===== src/rtl/gpio_pkg.sv =====
package gpio_pkg;
  localparam int GPIO_ADDR_W = 5;

  typedef enum logic [GPIO_ADDR_W-1:0] {
    REG_LEVEL = 5'h00,
    REG_DIR   = 5'h04,
    REG_SET   = 5'h08,
    REG_CLR   = 5'h0C,
    REG_RISE  = 5'h10,
    REG_FALL  = 5'h14,
    REG_STAT  = 5'h18,
    REG_WAKE  = 5'h1C
  } gpio_reg_e;
endpackage


===== src/rtl/gpio_sync.sv =====
module gpio_sync #(
  parameter int W = 28
) (
  input  logic         clk,
  input  logic         rst,
  input  logic [W-1:0] async_in,
  output logic [W-1:0] sync_out
);
  logic [W-1:0] stage1_q;
  logic [W-1:0] stage2_q;

  always_ff @(posedge clk) begin
    if (rst) begin
      stage1_q <= '0;
      stage2_q <= '0;
    end else begin
      stage1_q <= async_in;
      stage2_q <= stage1_q;
    end
  end

  assign sync_out = stage2_q;
endmodule


===== src/rtl/gpio_edge_detect.sv =====
module gpio_edge_detect #(
  parameter int W = 28
) (
  input  logic         clk,
  input  logic         rst,
  input  logic [W-1:0] level,
  input  logic [W-1:0] rise_en,
  input  logic [W-1:0] fall_en,
  output logic [W-1:0] hit
);
  logic [W-1:0] prev_q;

  always_ff @(posedge clk) begin
    if (rst) prev_q <= '0;
    else     prev_q <= level;
  end

  for (genvar i = 0; i < W; i++) begin : g_pin
    assign hit[i] = (rise_en[i] &  level[i] & ~prev_q[i]) |
                    (fall_en[i] & ~level[i] &  prev_q[i]);
  end
endmodule


===== src/rtl/gpio_status.sv =====
module gpio_status #(
  parameter int W = 28
) (
  input  logic         clk,
  input  logic         rst,
  input  logic [W-1:0] set_vec,
  input  logic [W-1:0] clr_vec,
  output logic [W-1:0] status
);
  always_ff @(posedge clk) begin
    if (rst) status <= '0;
    else     status <= (status & ~clr_vec) | set_vec;
  end
endmodule


===== src/rtl/gpio_irq_out.sv =====
module gpio_irq_out #(
  parameter int W          = 28,
  parameter int NUM_DIRECT = 11
) (
  input  logic                  clk,
  input  logic                  rst,
  input  logic [W-1:0]          status,
  input  logic [W-1:0]          wake_en,
  output logic [NUM_DIRECT-1:0] irq_direct,
  output logic                  irq_shared,
  output logic                  wake
);
  assign irq_direct = status[NUM_DIRECT-1:0];

  always_ff @(posedge clk) begin
    if (rst) begin
      irq_shared <= 1'b0;
      wake       <= 1'b0;
    end else begin
      irq_shared <= |status[W-1:NUM_DIRECT];
      wake       <= |(status & wake_en);
    end
  end
endmodule


===== src/rtl/gpio_edge_ctrl.sv =====
module gpio_edge_ctrl
  import gpio_pkg::*;
#(
  parameter int NUM_PINS   = 28,
  parameter int NUM_DIRECT = 11,
  parameter int DATA_W     = 32
) (
  input  logic                   clk,
  input  logic                   rst,
  input  logic                   bus_we,
  input  logic [GPIO_ADDR_W-1:0] bus_addr,
  input  logic [DATA_W-1:0]      bus_wdata,
  output logic [DATA_W-1:0]      bus_rdata,
  input  logic [NUM_PINS-1:0]    pin_in,
  output logic [NUM_PINS-1:0]    pin_out,
  output logic [NUM_PINS-1:0]    pin_oe,
  output logic [NUM_DIRECT-1:0]  irq_direct,
  output logic                   irq_shared,
  output logic                   wake
);
  logic [NUM_PINS-1:0] wdata;
  logic                unused_hi;
  logic [NUM_PINS-1:0] level_sync;
  logic [NUM_PINS-1:0] latch_q, dir_q, rise_q, fall_q, wake_en_q;
  logic [NUM_PINS-1:0] edge_hit, status_q, status_clr;
  logic [NUM_PINS-1:0] rd_sel;
  logic                wr_dir, wr_set, wr_clr, wr_rise, wr_fall, wr_stat, wr_wake;

  assign wdata     = bus_wdata[NUM_PINS-1:0];
  assign unused_hi = ^bus_wdata[DATA_W-1:NUM_PINS];

  assign wr_dir  = bus_we && (bus_addr == REG_DIR);
  assign wr_set  = bus_we && (bus_addr == REG_SET);
  assign wr_clr  = bus_we && (bus_addr == REG_CLR);
  assign wr_rise = bus_we && (bus_addr == REG_RISE);
  assign wr_fall = bus_we && (bus_addr == REG_FALL);
  assign wr_stat = bus_we && (bus_addr == REG_STAT);
  assign wr_wake = bus_we && (bus_addr == REG_WAKE);

  assign status_clr = wr_stat ? wdata : '0;

  gpio_sync #(.W(NUM_PINS)) u_sync (
    .clk      (clk),
    .rst      (rst),
    .async_in (pin_in),
    .sync_out (level_sync)
  );

  gpio_edge_detect #(.W(NUM_PINS)) u_edge (
    .clk     (clk),
    .rst     (rst),
    .level   (level_sync),
    .rise_en (rise_q),
    .fall_en (fall_q),
    .hit     (edge_hit)
  );

  gpio_status #(.W(NUM_PINS)) u_status (
    .clk     (clk),
    .rst     (rst),
    .set_vec (edge_hit),
    .clr_vec (status_clr),
    .status  (status_q)
  );

  gpio_irq_out #(.W(NUM_PINS), .NUM_DIRECT(NUM_DIRECT)) u_irq (
    .clk        (clk),
    .rst        (rst),
    .status     (status_q),
    .wake_en    (wake_en_q),
    .irq_direct (irq_direct),
    .irq_shared (irq_shared),
    .wake       (wake)
  );

  // Configuration registers and output latch
  always_ff @(posedge clk) begin
    if (rst) begin
      latch_q   <= '0;
      dir_q     <= '0;
      rise_q    <= '0;
      fall_q    <= '0;
      wake_en_q <= '0;
    end else begin
      if (wr_set)  latch_q   <= latch_q | wdata;
      if (wr_clr)  latch_q   <= latch_q & ~wdata;
      if (wr_dir)  dir_q     <= wdata;
      if (wr_rise) rise_q    <= wdata;
      if (wr_fall) fall_q    <= wdata;
      if (wr_wake) wake_en_q <= wdata;
    end
  end

  always_comb begin
    case (bus_addr)
      REG_LEVEL: rd_sel = level_sync;
      REG_DIR:   rd_sel = dir_q;
      REG_RISE:  rd_sel = rise_q;
      REG_FALL:  rd_sel = fall_q;
      REG_STAT:  rd_sel = status_q;
      REG_WAKE:  rd_sel = wake_en_q;
      default:   rd_sel = '0;
    endcase
  end

  always_ff @(posedge clk) begin
    if (rst) bus_rdata <= '0;
    else     bus_rdata <= DATA_W'(rd_sel);
  end

  assign pin_out = latch_q;
  assign pin_oe  = dir_q;
endmodule


===== config.mk =====
export PLATFORM = sky130hd
export DESIGN_NAME = gpio_edge_ctrl
export DESIGN_NICKNAME = d
export VERILOG_FILES = /design/src/rtl/gpio_pkg.sv /design/src/rtl/gpio_sync.sv /design/src/rtl/gpio_edge_detect.sv /design/src/rtl/gpio_status.sv /design/src/rtl/gpio_irq_out.sv /design/src/rtl/gpio_edge_ctrl.sv
export SDC_FILE = /design/constraint.sdc
export NUM_CORES = 1
export LEC_CHECK = 0
export BUFFER_PORTS_ARGS = -buffer_cell sky130_fd_sc_hd__buf_2
export CAP_MARGIN = 40
export CORE_UTILIZATION = 61
export DETAILED_ROUTE_END_ITERATION = 12
export PLACE_DENSITY_LB_ADDON = 0.08
export SLEW_MARGIN = 20
export SYNTH_ARGS = -nofsm -noshare
export SYNTH_HDL_FRONTEND = slang
export SYNTH_SLANG_ARGS = --single-unit
export TNS_END_PERCENT = 100

===== constraint.sdc =====
create_clock -name clk -period 2.6 [get_ports clk]
set_clock_uncertainty 0.15 [all_clocks]
set_input_delay 0.65 -clock clk [delete_from_list [all_inputs] [get_ports clk]]
set_output_delay 0.65 -clock clk [all_outputs]
set_load 0.01 [all_outputs]

### Yosys cells after proc, flatten, opt, wreduce, memory -nomap -nowiden

Index checks and enable logic that the tools add are counted.

* mux-type cells: 4
* eq/ne operators: 7
* bitwise gates (word level): 203
* reductions and logical operators: 11

Operators by type and width (count)
* $pmux W28 S6: 1
* $and A1 B1 Y1: 112
* $and A28 B28 Y28: 3
* $mux W28: 3
* $not A1 Y1: 56
* $not A28 Y28: 2
* $or A28 B28 Y28: 2
* $or A1 B1 Y1: 28
* $reduce_or A28 Y1: 1
* $eq A5 B5 Y1 const B: 4
* $reduce_or A17 Y1: 1
* $eq A5 B4 Y1 const B: 2
* $logic_and A1 B1 Y1: 7
* $eq A5 B3 Y1 const B: 1
* $logic_not A5 Y1: 1
* $reduce_bool A2 Y1: 1

* output and inout port bits: 101
* logic and storage cells: 238
* register bits: 286

### Depth between registers and ports, before layout

* depth after elaboration: 6
* depth in mapped cells: 7
* mapped depth without buffers: 4

### By module

Synthesis repeated with hierarchy kept, for this count alone.

* cell total of the unflattened synthesis: 1219
* area total of the unflattened synthesis: 12159.2 µm²

By module, submodules not included
* gpio_edge_ctrl: area an instance 7972.6 µm², sequential area each 3363.2 µm², times used 1, cells an instance 806
* gpio_sync: area an instance 1610.3 µm², sequential area each 1121.1 µm², times used 1, cells an instance 118
* gpio_edge_detect: area an instance 1163.6 µm², sequential area each 560.5 µm², times used 1, cells an instance 142
* gpio_status: area an instance 1107.3 µm², sequential area each 560.5 µm², times used 1, cells an instance 115
* gpio_irq_out: area an instance 305.3 µm², sequential area each 40.0 µm², times used 1, cells an instance 38

### Worst setup path before layout

Ideal clock, no wire load.

* kind: in2reg
* start: input port bus_addr[3]
* end: register fall_q[20]
* setup time: 128 ps
* cell stages on the path: 6
* required time: 2322 ps
* arrival time: 1698 ps
* setup slack: 624 ps
* path through: nor4b_2 > nand3_1 > buf_2 > buf_4 > mux2i_1 > nor2_1

* cells in the longest elaborated chain, start to end: 2

Ends and longest elaborated chain
* start, declared: line gpio_edge_ctrl.sv:11 `input logic [GPIO_ADDR_W-1:0] bus_addr,`
* $eq A5 B5 Y1: line gpio_edge_ctrl.sv:36 `assign wr_fall = bus_we && (bus_addr == REG_FALL);`
* $logic_and A1 B1 Y1: line gpio_edge_ctrl.sv:36
* end signal, assigned: line gpio_edge_ctrl.sv:89 `if (wr_fall) fall_q <= wdata;`
* end, declared: line gpio_edge_ctrl.sv:24 `logic [NUM_PINS-1:0] latch_q, dir_q, rise_q, fall_q, wake_en_q;`

Every way passes these cells.
A chain may end at the register's enable or synchronous reset.

### Worst setup path after layout

* start: register u_status.status[5]
* end: output port irq_direct[5]

RTL lines
* start, declared: line gpio_status.sv:8 `output logic [W-1:0] status`
* start signal, assigned: line gpio_status.sv:12 `else status <= (status & ~clr_vec) | set_vec;`
* end, declared: line gpio_edge_ctrl.sv:17 `output logic [NUM_DIRECT-1:0] irq_direct,`

No word-level cell between the ends.

==> flow_summary_export.csv <==
group,metric,value,unit
outcome,status,"complete, no violations",
pwr,p_leak,5.453,nW
clock_tree,cts_made_buffers,28,
critical_path,worst_ep_required_time,1.80,ns
grt,grt_pass1_wl,43.73,mm
floorplanning,die_area,0.01852,mm^2
sta,rsz0062_at_grt,"no",
yosys,avgSynthCellArea,9.672,um^2
critical_path,critPathKind,"reg2out",
yosys,synth_cells,1134,
yosys,yosysSeqAreaShare,51.47,%
yosys,ys_types,38,
critical_path,path_cells,"buf_2",
clock_tree,cts_root_buf,"clkbuf_16",
critical_path,reg2reg_depth,4,
pwr,p_per_area,680.8,mW/mm^2
placement,placed_cell_area,0.01195,mm^2
final_layout,fin_cells,1521,
clock_tree,clk_path_buf_depth,3,
clock_tree,h-tree-depth,1,
detailed_routing,drt_pass1_iterations,5,
sta,setup_viol,0,
detailed_routing,avgViaCountPerCell,5.815,
floorplanning,die_y,136.1,um
critical_path,timing.rr.start,"u_status.status[25]",
floorplanning,core,0.01742,mm^2
worst_hold_path,worstHoldEndpoint,"u_sync.stage1_q[26]",
critical_path,endpoint_kind,"output pin",
detailed_routing,ant_nets,0,
pwr,peakVddDrop,0.6889,mV
critical_path,crit_arrival,1.17,ns
detailed_routing,drt_wl_total,28.16,mm
detailed_routing,vias,8845,
critical_path,cp_top_family,"flip-flops",
sta,drv_slew,0,
sta,relSlewSlack,63.99,%
clock_tree,postCtsHoldBufs,0,
clock_tree,ctsResizeCount,0,
clock_tree,cts_sinks,282,
floorplanning,die_x,136.1,um
sta,worst_pin_slew,0.5402,ns
placement,dp.cells,1470,
grt,grt_overflow,0,
critical_path,cp_slowest_cell,"dfxtp_1",
sta,hold_violations,0,
job,maxCapViolations,0,
grt,grt.total_usage,30.29,%
floorplanning,io-pin-count,169,
final_layout,syn2layout_area_growth,17.23,%
floorplanning,rows,48,
clock_tree,worstSkewPairLatency,0.54,ns
yosys,ys_warn_count,0,
critical_path,start_kind,"flip-flop",
final_layout,fill_cells,1341,
clock_tree,path_clk_slew,0.06,ns
final_layout,drive_above_1_share,22.93,%
detailed_routing,drc,0,
worst_hold_path,min-delay-start,"pin_in[26]",
yosys,ys.flop_type,"dfxtp_1",
worst_hold_path,min_path_cells,2,
clock_tree,cts_tree,"done",
floorplanning,start_util,62.97,%
yosys,ys_async_sr_fraction,0,%
critical_path,slowest_delay,0.45,ns
placement,dp_hpwl,18.53,mm
placement,port_buffers,160,
critical_path,cp_max_fo,4,
final_layout,fin_area,0.01286,mm^2
clock_tree,post_cts_buffers,0,
critical_path,critPathBufInv,1,
sta,fmaxAchievable,0.5089,GHz
critical_path,r2r-end,"u_irq.irq_shared",
final_layout,final_nets,1343,
placement,place.gp.congestion,0.8653,
grt,antenna_found_initial,1,
critical_path,r2r_slack,0.85,ns
sta,finalCritPeriodShare,75.58,%
yosys,synth_edf_count,0,
yosys,syn_area,0.01097,mm^2
sta,period_minus_slack,1.965,ns
detailed_routing,wire_per_inst,18.52,um
worst_hold_path,hold_class,"in2reg",
grt,grt_pass1_vias,8374,
sta,setup_tns,0,ns
detailed_routing,drtIter0Drc,631,
grt,grt_max_degree,96,
yosys,ys_ff_latch,282,
placed cells by master (no fill, tap or decap), types with 28 or more instances in the layout:
cell type  count
dfxtp_1      282
buf_2        158
nand2_1      124
a21oi_1      112
nor2b_1       86
mux2i_1       84
nor2_1        60
nand3b_1      57
mux2_2        40
a22oi_1       38
buf_4         38
inv_1         29
clkbuf_16     29
a31oi_1       28
a311oi_1      28
Yosys cell counts, types with 14 or more instances:
| cell type | number | area (um^2) |
|---|---|---|
| inv_1 | 29 | 108.9 |
| buf_2 | 19 | 95.09 |
| nor2b_1 | 86 | 538.0 |
| nand3b_1 | 57 | 427.9 |
| a21oi_1 | 112 | 560.5 |
| dfxtp_1 | 282 | 5645 |
| nand2_1 | 124 | 465.5 |
| clkbuf_1 | 44 | 165.2 |
| nor2_1 | 60 | 225.2 |
| a311oi_1 | 28 | 245.2 |
| buf_4 | 21 | 157.7 |
| a31oi_1 | 28 | 175.2 |
| o22a_1 | 14 | 122.6 |
| a22oi_1 | 38 | 285.3 |
| o21ai_0 | 26 | 130.1 |
| mux2i_1 | 84 | 840.8 |
| mux2_2 | 40 | 450.4 |
through the flow:
stage / power (mW) / utilization, % / hold WS (ns) / setup WS (ns)
after global routing: 8.999 / 73.82 / 0.1650 / 0.6088
after detailed placement: 4.938 / 68.64 / 0.2731 / 0.2967
after CTS: 8.789 / 73.81 / 0.1551 / 0.6296
after floorplan: 4.755 / - / 0.2638 / 0.6243
after global placement: 4.932 / 68.64 / 0.2656 / 0.3196
final: 8.753 / 73.82 / 0.1629 / 0.6350
area by class of cell:
class,count,area [um^2],share of cell area [%]
Multi-Input combinational cell,733,4751,36.95
Sequential cell,282,5645,43.91
Timing Repair Buffer,201,1167,9.079
Tap cell,225,281.5,2.190
Clock inverter,16,116.4,0.9050
Inverter,29,108.9,0.8466
Antenna cell,1,2.502,0.01946
Clock buffer,34,784.5,6.102
kinds of logic (layout without fill, tap and decap cells):
group | Yosys count | after routing | share of synthesized area [%]
compound gates | 255 | 255 | 14.50
buf+inv | 122 | 280 | 5.419
flops | 282 | 282 | 51.47
mux | 124 | 124 | 11.77
other cells | 1 | 5 | 0.03419
simple gates | 350 | 350 | 16.80
power by group:
part	switching (mW)	leakage (nW)	internal, mW
Combinational	0.254	2.71	0.161
Sequential	0.0413	2.29	4.39
Clock	1.66	0.455	2.24
how the worst max path moves through the flow:
stage	startpoint	slack [ns]	cells after the start	endpoint
floorplan	bus_addr[3]	0.62	6	fall_q[20]
global placement	bus_addr[0]	0.32	6	u_status.status[19]
detailed placement	bus_addr[0]	0.30	6	u_status.status[6]
CTS	u_status.status[5]	0.63	1	irq_direct[5]
global route	u_status.status[5]	0.61	1	irq_direct[5]
finish	u_status.status[5]	0.63	1	irq_direct[5]
sequential cells by signal, summed over array words and instances, names as in the netlist, named ones only:
register,flops
u_sync.stage1_q,28
pin_oe,28
wake_en_q,28
rise_q,28
u_irq.wake,1
bus_rdata,28
u_sync.sync_out,28
u_edge.prev_q,28
u_status.status,28
u_irq.irq_shared,1
fall_q,28
metal layers:
layer | GRT usage [%] | up-vias | part of all wire, %
met2 | 51.16 | 331 | 48
met3 | 4.400 | 65 | 6.5
li1 | - | 4236 | -
met4 | 11.11 | 0 | 3.2
met1 | 39.19 | 4213 | 43
met5 | 0 | - | 0
No activity file was read; power rests on OpenSTA's default activity.
